===== config.mk =====
export PLATFORM = sky130hd
export DESIGN_NAME = lut_mult8
export DESIGN_NICKNAME = d
export VERILOG_FILES = /design/src/rtl/lut_mult8_pkg.sv /design/src/rtl/lut_mult8_digit_lut.sv /design/src/rtl/lut_mult8_pp_array.sv /design/src/rtl/lut_mult8_weighted_sum.sv /design/src/rtl/lut_mult8.sv
export SDC_FILE = /design/constraint.sdc
export NUM_CORES = 1
export LEC_CHECK = 0
export BUFFER_PORTS_ARGS = -buffer_cell sky130_fd_sc_hd__buf_2
export CAP_MARGIN = 20
export CELL_PAD_IN_SITES_DETAIL_PLACEMENT = 1
export CELL_PAD_IN_SITES_GLOBAL_PLACEMENT = 2
export CORE_ASPECT_RATIO = 0.75
export CORE_UTILIZATION = 28
export DETAILED_ROUTE_END_ITERATION = 16
export MAX_ROUTING_LAYER = met4
export PLACE_DENSITY_LB_ADDON = 0.3
export SYNTH_ARGS = -nofsm -noshare
export SYNTH_HDL_FRONTEND = slang
export SYNTH_SLANG_ARGS = --single-unit

===== constraint.sdc =====
create_clock -name clk -period 12.7 [get_ports clk]
set_input_delay 2.54 -clock clk [delete_from_list [all_inputs] [get_ports clk]]
set_output_delay 2.54 -clock clk [all_outputs]
set_load 0.05 [all_outputs]

===== src/rtl/lut_mult8_pkg.sv =====
package lut_mult8_pkg;

  // Default operand and digit geometry
  localparam int unsigned OPND_W_DEF = 8;
  localparam int unsigned DIGIT_W_DEF = 2;

  // Number of pipeline register stages from operand to product
  localparam int unsigned PIPE_DEPTH = 3;

endpackage


===== src/rtl/lut_mult8_digit_lut.sv =====
// Digit-by-digit product table: (2^DIGIT_W)^2 entries, each built by
// conditional additions at elaboration time, read by index.
module lut_mult8_digit_lut #(
  parameter int unsigned DIGIT_W = 2,
  localparam int unsigned PP_W = 2 * DIGIT_W,
  localparam int unsigned ENTRIES = 1 << (2 * DIGIT_W)
) (
  input  logic [DIGIT_W-1:0] dig_a,
  input  logic [DIGIT_W-1:0] dig_b,
  output logic [PP_W-1:0]    pp
);

  // Table index layout: {dig_b, dig_a}
  function automatic logic [PP_W-1:0] table_entry(input int unsigned idx);
    logic [DIGIT_W-1:0] x;
    logic [DIGIT_W-1:0] y;
    logic [PP_W-1:0]    acc;
    x   = idx[DIGIT_W-1:0];
    y   = idx[2*DIGIT_W-1:DIGIT_W];
    acc = '0;
    for (int k = 0; k < int'(DIGIT_W); k++) begin
      if (y[k]) acc = acc + (PP_W'(x) << k);
    end
    return acc;
  endfunction

  logic [PP_W-1:0] tbl [ENTRIES];

  for (genvar e = 0; e < int'(ENTRIES); e++) begin : g_entry
    assign tbl[e] = table_entry(e);
  end

  assign pp = tbl[{dig_b, dig_a}];

endmodule


===== src/rtl/lut_mult8_pp_array.sv =====
// Grid of digit lookups: one table read for every (A digit, B digit) pair.
// Flat index = i*N_DIG + j, with i the A digit and j the B digit (0 = least significant).
module lut_mult8_pp_array #(
  parameter int unsigned OPND_W = 8,
  parameter int unsigned DIGIT_W = 2,
  localparam int unsigned N_DIG = OPND_W / DIGIT_W,
  localparam int unsigned N_PP = N_DIG * N_DIG,
  localparam int unsigned PP_W = 2 * DIGIT_W
) (
  input  logic [OPND_W-1:0]          opnd_a,
  input  logic [OPND_W-1:0]          opnd_b,
  output logic [N_PP-1:0][PP_W-1:0]  pp
);

  for (genvar i = 0; i < int'(N_DIG); i++) begin : g_a
    for (genvar j = 0; j < int'(N_DIG); j++) begin : g_b
      lut_mult8_digit_lut #(
        .DIGIT_W (DIGIT_W)
      ) u_lut (
        .dig_a (opnd_a[i*DIGIT_W +: DIGIT_W]),
        .dig_b (opnd_b[j*DIGIT_W +: DIGIT_W]),
        .pp    (pp[i*N_DIG + j])
      );
    end
  end

endmodule


===== src/rtl/lut_mult8_weighted_sum.sv =====
// Shifts each partial product by DIGIT_W*(i+j) and adds the full grid.
module lut_mult8_weighted_sum #(
  parameter int unsigned OPND_W = 8,
  parameter int unsigned DIGIT_W = 2,
  localparam int unsigned N_DIG = OPND_W / DIGIT_W,
  localparam int unsigned N_PP = N_DIG * N_DIG,
  localparam int unsigned PP_W = 2 * DIGIT_W,
  localparam int unsigned PROD_W = 2 * OPND_W
) (
  input  logic [N_PP-1:0][PP_W-1:0] pp,
  output logic [PROD_W-1:0]         sum
);

  logic [N_PP-1:0][PROD_W-1:0] term;

  for (genvar i = 0; i < int'(N_DIG); i++) begin : g_a
    for (genvar j = 0; j < int'(N_DIG); j++) begin : g_b
      assign term[i*N_DIG + j] = PROD_W'(pp[i*N_DIG + j]) << (DIGIT_W * (i + j));
    end
  end

  always_comb begin
    sum = '0;
    for (int t = 0; t < int'(N_PP); t++) begin
      sum = sum + term[t];
    end
  end

endmodule


===== src/rtl/lut_mult8.sv =====
// Three-stage pipelined multiplier: operand capture, lookup capture, sum capture.
module lut_mult8
  import lut_mult8_pkg::*;
#(
  parameter int unsigned OPND_W = OPND_W_DEF,
  parameter int unsigned DIGIT_W = DIGIT_W_DEF,
  localparam int unsigned N_DIG = OPND_W / DIGIT_W,
  localparam int unsigned N_PP = N_DIG * N_DIG,
  localparam int unsigned PP_W = 2 * DIGIT_W,
  localparam int unsigned PROD_W = 2 * OPND_W
) (
  input  logic              clk,
  input  logic              rst_n,
  input  logic              in_valid,
  input  logic [OPND_W-1:0] op_a,
  input  logic [OPND_W-1:0] op_b,
  output logic              out_valid,
  output logic [PROD_W-1:0] product
);

  // ---------------- stage 1: operands ----------------
  logic              s1_vld_d, s1_vld_q;
  logic [OPND_W-1:0] s1_a_d, s1_a_q;
  logic [OPND_W-1:0] s1_b_d, s1_b_q;

  always_comb begin
    s1_vld_d = in_valid;
    s1_a_d   = s1_a_q;
    s1_b_d   = s1_b_q;
    if (in_valid) begin
      s1_a_d = op_a;
      s1_b_d = op_b;
    end
  end

  always_ff @(posedge clk or negedge rst_n) begin
    if (!rst_n) begin
      s1_vld_q <= 1'b0;
      s1_a_q   <= '0;
      s1_b_q   <= '0;
    end else begin
      s1_vld_q <= s1_vld_d;
      s1_a_q   <= s1_a_d;
      s1_b_q   <= s1_b_d;
    end
  end

  // ---------------- lookups ----------------
  logic [N_PP-1:0][PP_W-1:0] pp_c;

  lut_mult8_pp_array #(
    .OPND_W  (OPND_W),
    .DIGIT_W (DIGIT_W)
  ) u_pp_array (
    .opnd_a (s1_a_q),
    .opnd_b (s1_b_q),
    .pp     (pp_c)
  );

  // ---------------- stage 2: lookup results ----------------
  logic                      s2_vld_d, s2_vld_q;
  logic [N_PP-1:0][PP_W-1:0] s2_pp_d, s2_pp_q;

  always_comb begin
    s2_vld_d = s1_vld_q;
    s2_pp_d  = s2_pp_q;
    if (s1_vld_q) begin
      s2_pp_d = pp_c;
    end
  end

  always_ff @(posedge clk or negedge rst_n) begin
    if (!rst_n) begin
      s2_vld_q <= 1'b0;
      s2_pp_q  <= '0;
    end else begin
      s2_vld_q <= s2_vld_d;
      s2_pp_q  <= s2_pp_d;
    end
  end

  // ---------------- weighted sum ----------------
  logic [PROD_W-1:0] sum_c;

  lut_mult8_weighted_sum #(
    .OPND_W  (OPND_W),
    .DIGIT_W (DIGIT_W)
  ) u_sum (
    .pp  (s2_pp_q),
    .sum (sum_c)
  );

  // ---------------- stage 3: product ----------------
  logic              s3_vld_d, s3_vld_q;
  logic [PROD_W-1:0] s3_prod_d, s3_prod_q;

  always_comb begin
    s3_vld_d  = s2_vld_q;
    s3_prod_d = '0;                 // zero whenever nothing valid arrives
    if (s2_vld_q) begin
      s3_prod_d = sum_c;
    end
  end

  always_ff @(posedge clk or negedge rst_n) begin
    if (!rst_n) begin
      s3_vld_q  <= 1'b0;
      s3_prod_q <= '0;
    end else begin
      s3_vld_q  <= s3_vld_d;
      s3_prod_q <= s3_prod_d;
    end
  end

  assign out_valid = s3_vld_q;
  assign product   = s3_prod_q;

endmodule


==> results.ini <==
[cells_and_area]
fin_nets=700
synthToLayoutAreaGrowth_pct=11.56
drive_gt1_frac=0.1100
final_area_um2=6595
fillers=2315
final_core_util=0.3227
n_antenna_cell=0
multi_input_area_um2=2897
seq_area_um2=2479

[synthesis]
synth_warnings=0
synth.largest_area_cell=dfrtp_1
syn_nets=689
synth-edff-count=0
netlist_instances=594
synth.avg_cell_area_um2=9.953
ys_seq_elements=99
yosysTopAreaCellShare=0.4190
yosysSeqAreaShare=0.4190
synthTopCellsByArea=dfrtp_1 (42%), fa_1 (11%), ha_1 (9.1%)
synth.distinct_cells=41
async_flop_share=1.000
synth_area_um2=5912
yosys_most_used_dff=dfrtp_1

[timing]
drv_slew=0
worstMarginPinSlew_ns=0.9770
maxSlewHeadroom=0.3487
rsz0062_at_grt=false
timing.final.crit_share=0.4190
setup_tns_ns=0
finalHoldViolCount=0
worst_slack_ns=7.379
finClkSkew_ns=0.005974
setup_violations=0
period_needed_ns=5.321
fmax_mhz=187.9

[grt]
overflow=0
grt_pass1_vias=4352
track_usage=0.1573
grt_pass1_wl_um=24870
grt_antenna_before_repair=0
grt_max_degree=101

[die]
fp-row-count=45
pin_count=36
die_x_um=169.8
die_height_um=127.8
start_util=0.2893
core_area_um2=20440
dieArea_um2=21710

[hold_path]
hp-class=flip-flop to flip-flop

[route]
m1WireLength_um=7626
finalWirelength_um=15350
ant_nets=0
wl_met2_um=7186
top_layer=met4
dr_wl_met3_um=409
wl_per_cell_um=17.22
drt_iter0_drc=203
drt-vias-per-instance=4.603
vias=4101
firstDrtPassIters=4
drc=0

[setup_path]
crit_type=flip-flop to flip-flop
reg2reg_depth=20
path_buf_inv=3
cp-startpoint=s2_pp_q[2]$_DFFE_PN0P_
crit_cells=20
path_cells=ha_1, inv_1, fa_1, nor2b_1, o21ai_1, a21boi_2, nor4_1, a311o_1, fa_1, inv_1, fa_1, fa_1, inv_1, fa_1, ha_1, nand3_1, o221ai_2, nand4_1, and3_1, o21a_1
crit_top_cell=fa_1
startpoint_type=flip-flop
cpLargestDelayFamily=adder cells
crit_arrival_ns=5.56
rrSetupSlack_ns=7.38
crit_path_end=product[15]$_DFF_PN0_
worstPathMaxFanout=4
cpMaxStageDelayCell=fa_1
cp.required_ns=12.94
cp-end-kind=flip-flop
cp_slowest_stage_delay_ns=0.55
r2r-end=product[15]$_DFF_PN0_
timing.rr.start=s2_pp_q[2]$_DFFE_PN0P_

[clock_tree]
cts_tree=done
cts_resized=0
cts_buffer_depth=2
cts.clk_slew.worst_paths_ns=0.07
clk_root_buffer_cell=clkbuf_16
insertion_delay_ns=0.35
post_cts_buffers=0
ctsHoldBuffers=0
cts_sinks=99
cts-buffers-inserted=9
cts_max_level=3

[placement]
dp_hpwl_um=11200
pre_cts_ws_ns=7.385
postPlaceCellArea_um2=6311
place_congestion=0.7840
io_buffers=35

[job]
cap_violations=0

[outcome]
status=completed

[power]
irDropWorstVdd_v=0.00006571
p_leak_nw=3.120
cellPowerDensity_nw_per_um2=196.8

[flip-flops by register name, summed over array words and instances (netlist names)]
register	flops
s2_pp_q	64
s1_b_q	8
s1_a_q	8
out_valid	1
s1_vld_q	1
s2_vld_q	1
product	16
[cells in the mapped netlist, types with 2 or more instances]
cell and number:
mux2i_1 16, and2_1 14, and3_1 2, a21oi_1 36, a22oi_1 15, clkbuf_1 24
a31oi_1 3, ha_1 43, inv_1 104, nor2_1 37, nand2_1 22, xnor2_1 7
o22ai_1 32, nor2b_1 6, o211ai_1 3, nor3_1 3, dfrtp_1 99, o21a_1 3
or3_1 2, o21ai_1 3, o21ai_0 25, fa_1 33, xor2_1 4, mux2_2 12
buf_1 6, nor4_1 2, nand3_1 19, buf_2 6
[layer usage]
layer / vias up / track usage
met1: 2070 / 0.2203
met2: 41 / 0.2365
met5: - / -
met3: 9 / 0.02501
li1: 1981 / -
met4: 0 / 0.03975
[worst reg2reg max path, stage by stage (launching register included)]
cell and delay [ns]:
dfrtp_1 0.36, ha_1 0.20, inv_1 0.06, fa_1 0.39, nor2b_1 0.14, o21ai_1 0.10, a21boi_2 0.25, nor4_1 0.07
a311o_1 0.34, fa_1 0.49, inv_1 0.06, fa_1 0.50, fa_1 0.55, inv_1 0.06, fa_1 0.45, ha_1 0.36
nand3_1 0.10, o221ai_2 0.23, nand4_1 0.16, and3_1 0.17, o21a_1 0.18
[metrics by stage]
| stage | hold WS (ns) | total power [mW] | instances |
|---|---|---|---|
| floorplan | 0.3519 | 0.8867 | 594 |
| global placement | 0.4809 | 1.028 | 876 |
| detailed placement | 0.4955 | 1.041 | 876 |
| CTS | 0.5101 | 1.330 | 891 |
| global route | 0.5281 | 1.421 | 891 |
| finish | 0.4969 | 1.298 | 891 |
[kinds of logic after synthesis]
kind of cell	Yosys count	share of synthesized area
AOI/OAI and AO/OA	128	0.1316
xor gates and xnor gates	11	0.01630
adders and majority gates	76	0.2028
buffers and inverters	141	0.09100
DFF	99	0.4190
muxes	28	0.04995
and+or+nand+nor	111	0.08931
[layout by cell type, fill, tap and decap left out, types with 6 or more instances in the layout]
cell type / count
nor2_1: 37
fa_1: 33
ha_1: 43
dfrtp_1: 98
a21oi_1: 36
and2_1: 14
mux2_2: 12
nand3_1: 19
nor2b_1: 6
xnor2_1: 7
inv_1: 104
nand2_1: 22
buf_2: 34
clkbuf_16: 9
o21ai_0: 25
mux2i_1: 16
o22ai_1: 32
a22oi_1: 15
[report_power, final]
part / internal [mW] / total [mW] / switching [mW]
Combinational: 0.254 / 0.613 / 0.360
Clock: 0.152 / 0.276 / 0.123
Sequential: 0.362 / 0.409 / 0.0470
Total: 0.768 / 1.30 / 0.530
[worst min path at each step]
stage                            from                    to  cells past startpoint
6_report       s2_pp_q[0]$_DFFE_PN0P_  product[0]$_DFF_PN0_                      1
5_1_grt        s2_pp_q[0]$_DFFE_PN0P_  product[0]$_DFF_PN0_                      1
4_1_cts        s2_pp_q[0]$_DFFE_PN0P_  product[0]$_DFF_PN0_                      1
3_5_place_dp   s2_pp_q[0]$_DFFE_PN0P_  product[0]$_DFF_PN0_                      1
3_3_place_gp   s2_pp_q[0]$_DFFE_PN0P_  product[0]$_DFF_PN0_                      1
2_1_floorplan      s1_vld_q$_DFF_PN0_    s2_vld_q$_DFF_PN0_                      0
[area by class of cell]
type	count	share of cell area
inverters	104	0.05919
clock inverters	4	0.007778
well taps	282	0.05350
flip-flops and latches	99	0.3758
clock buffers	11	0.03529
multi-input cells	354	0.4392
repair buffers	37	0.02922
(Power assumes the default switching activity.)
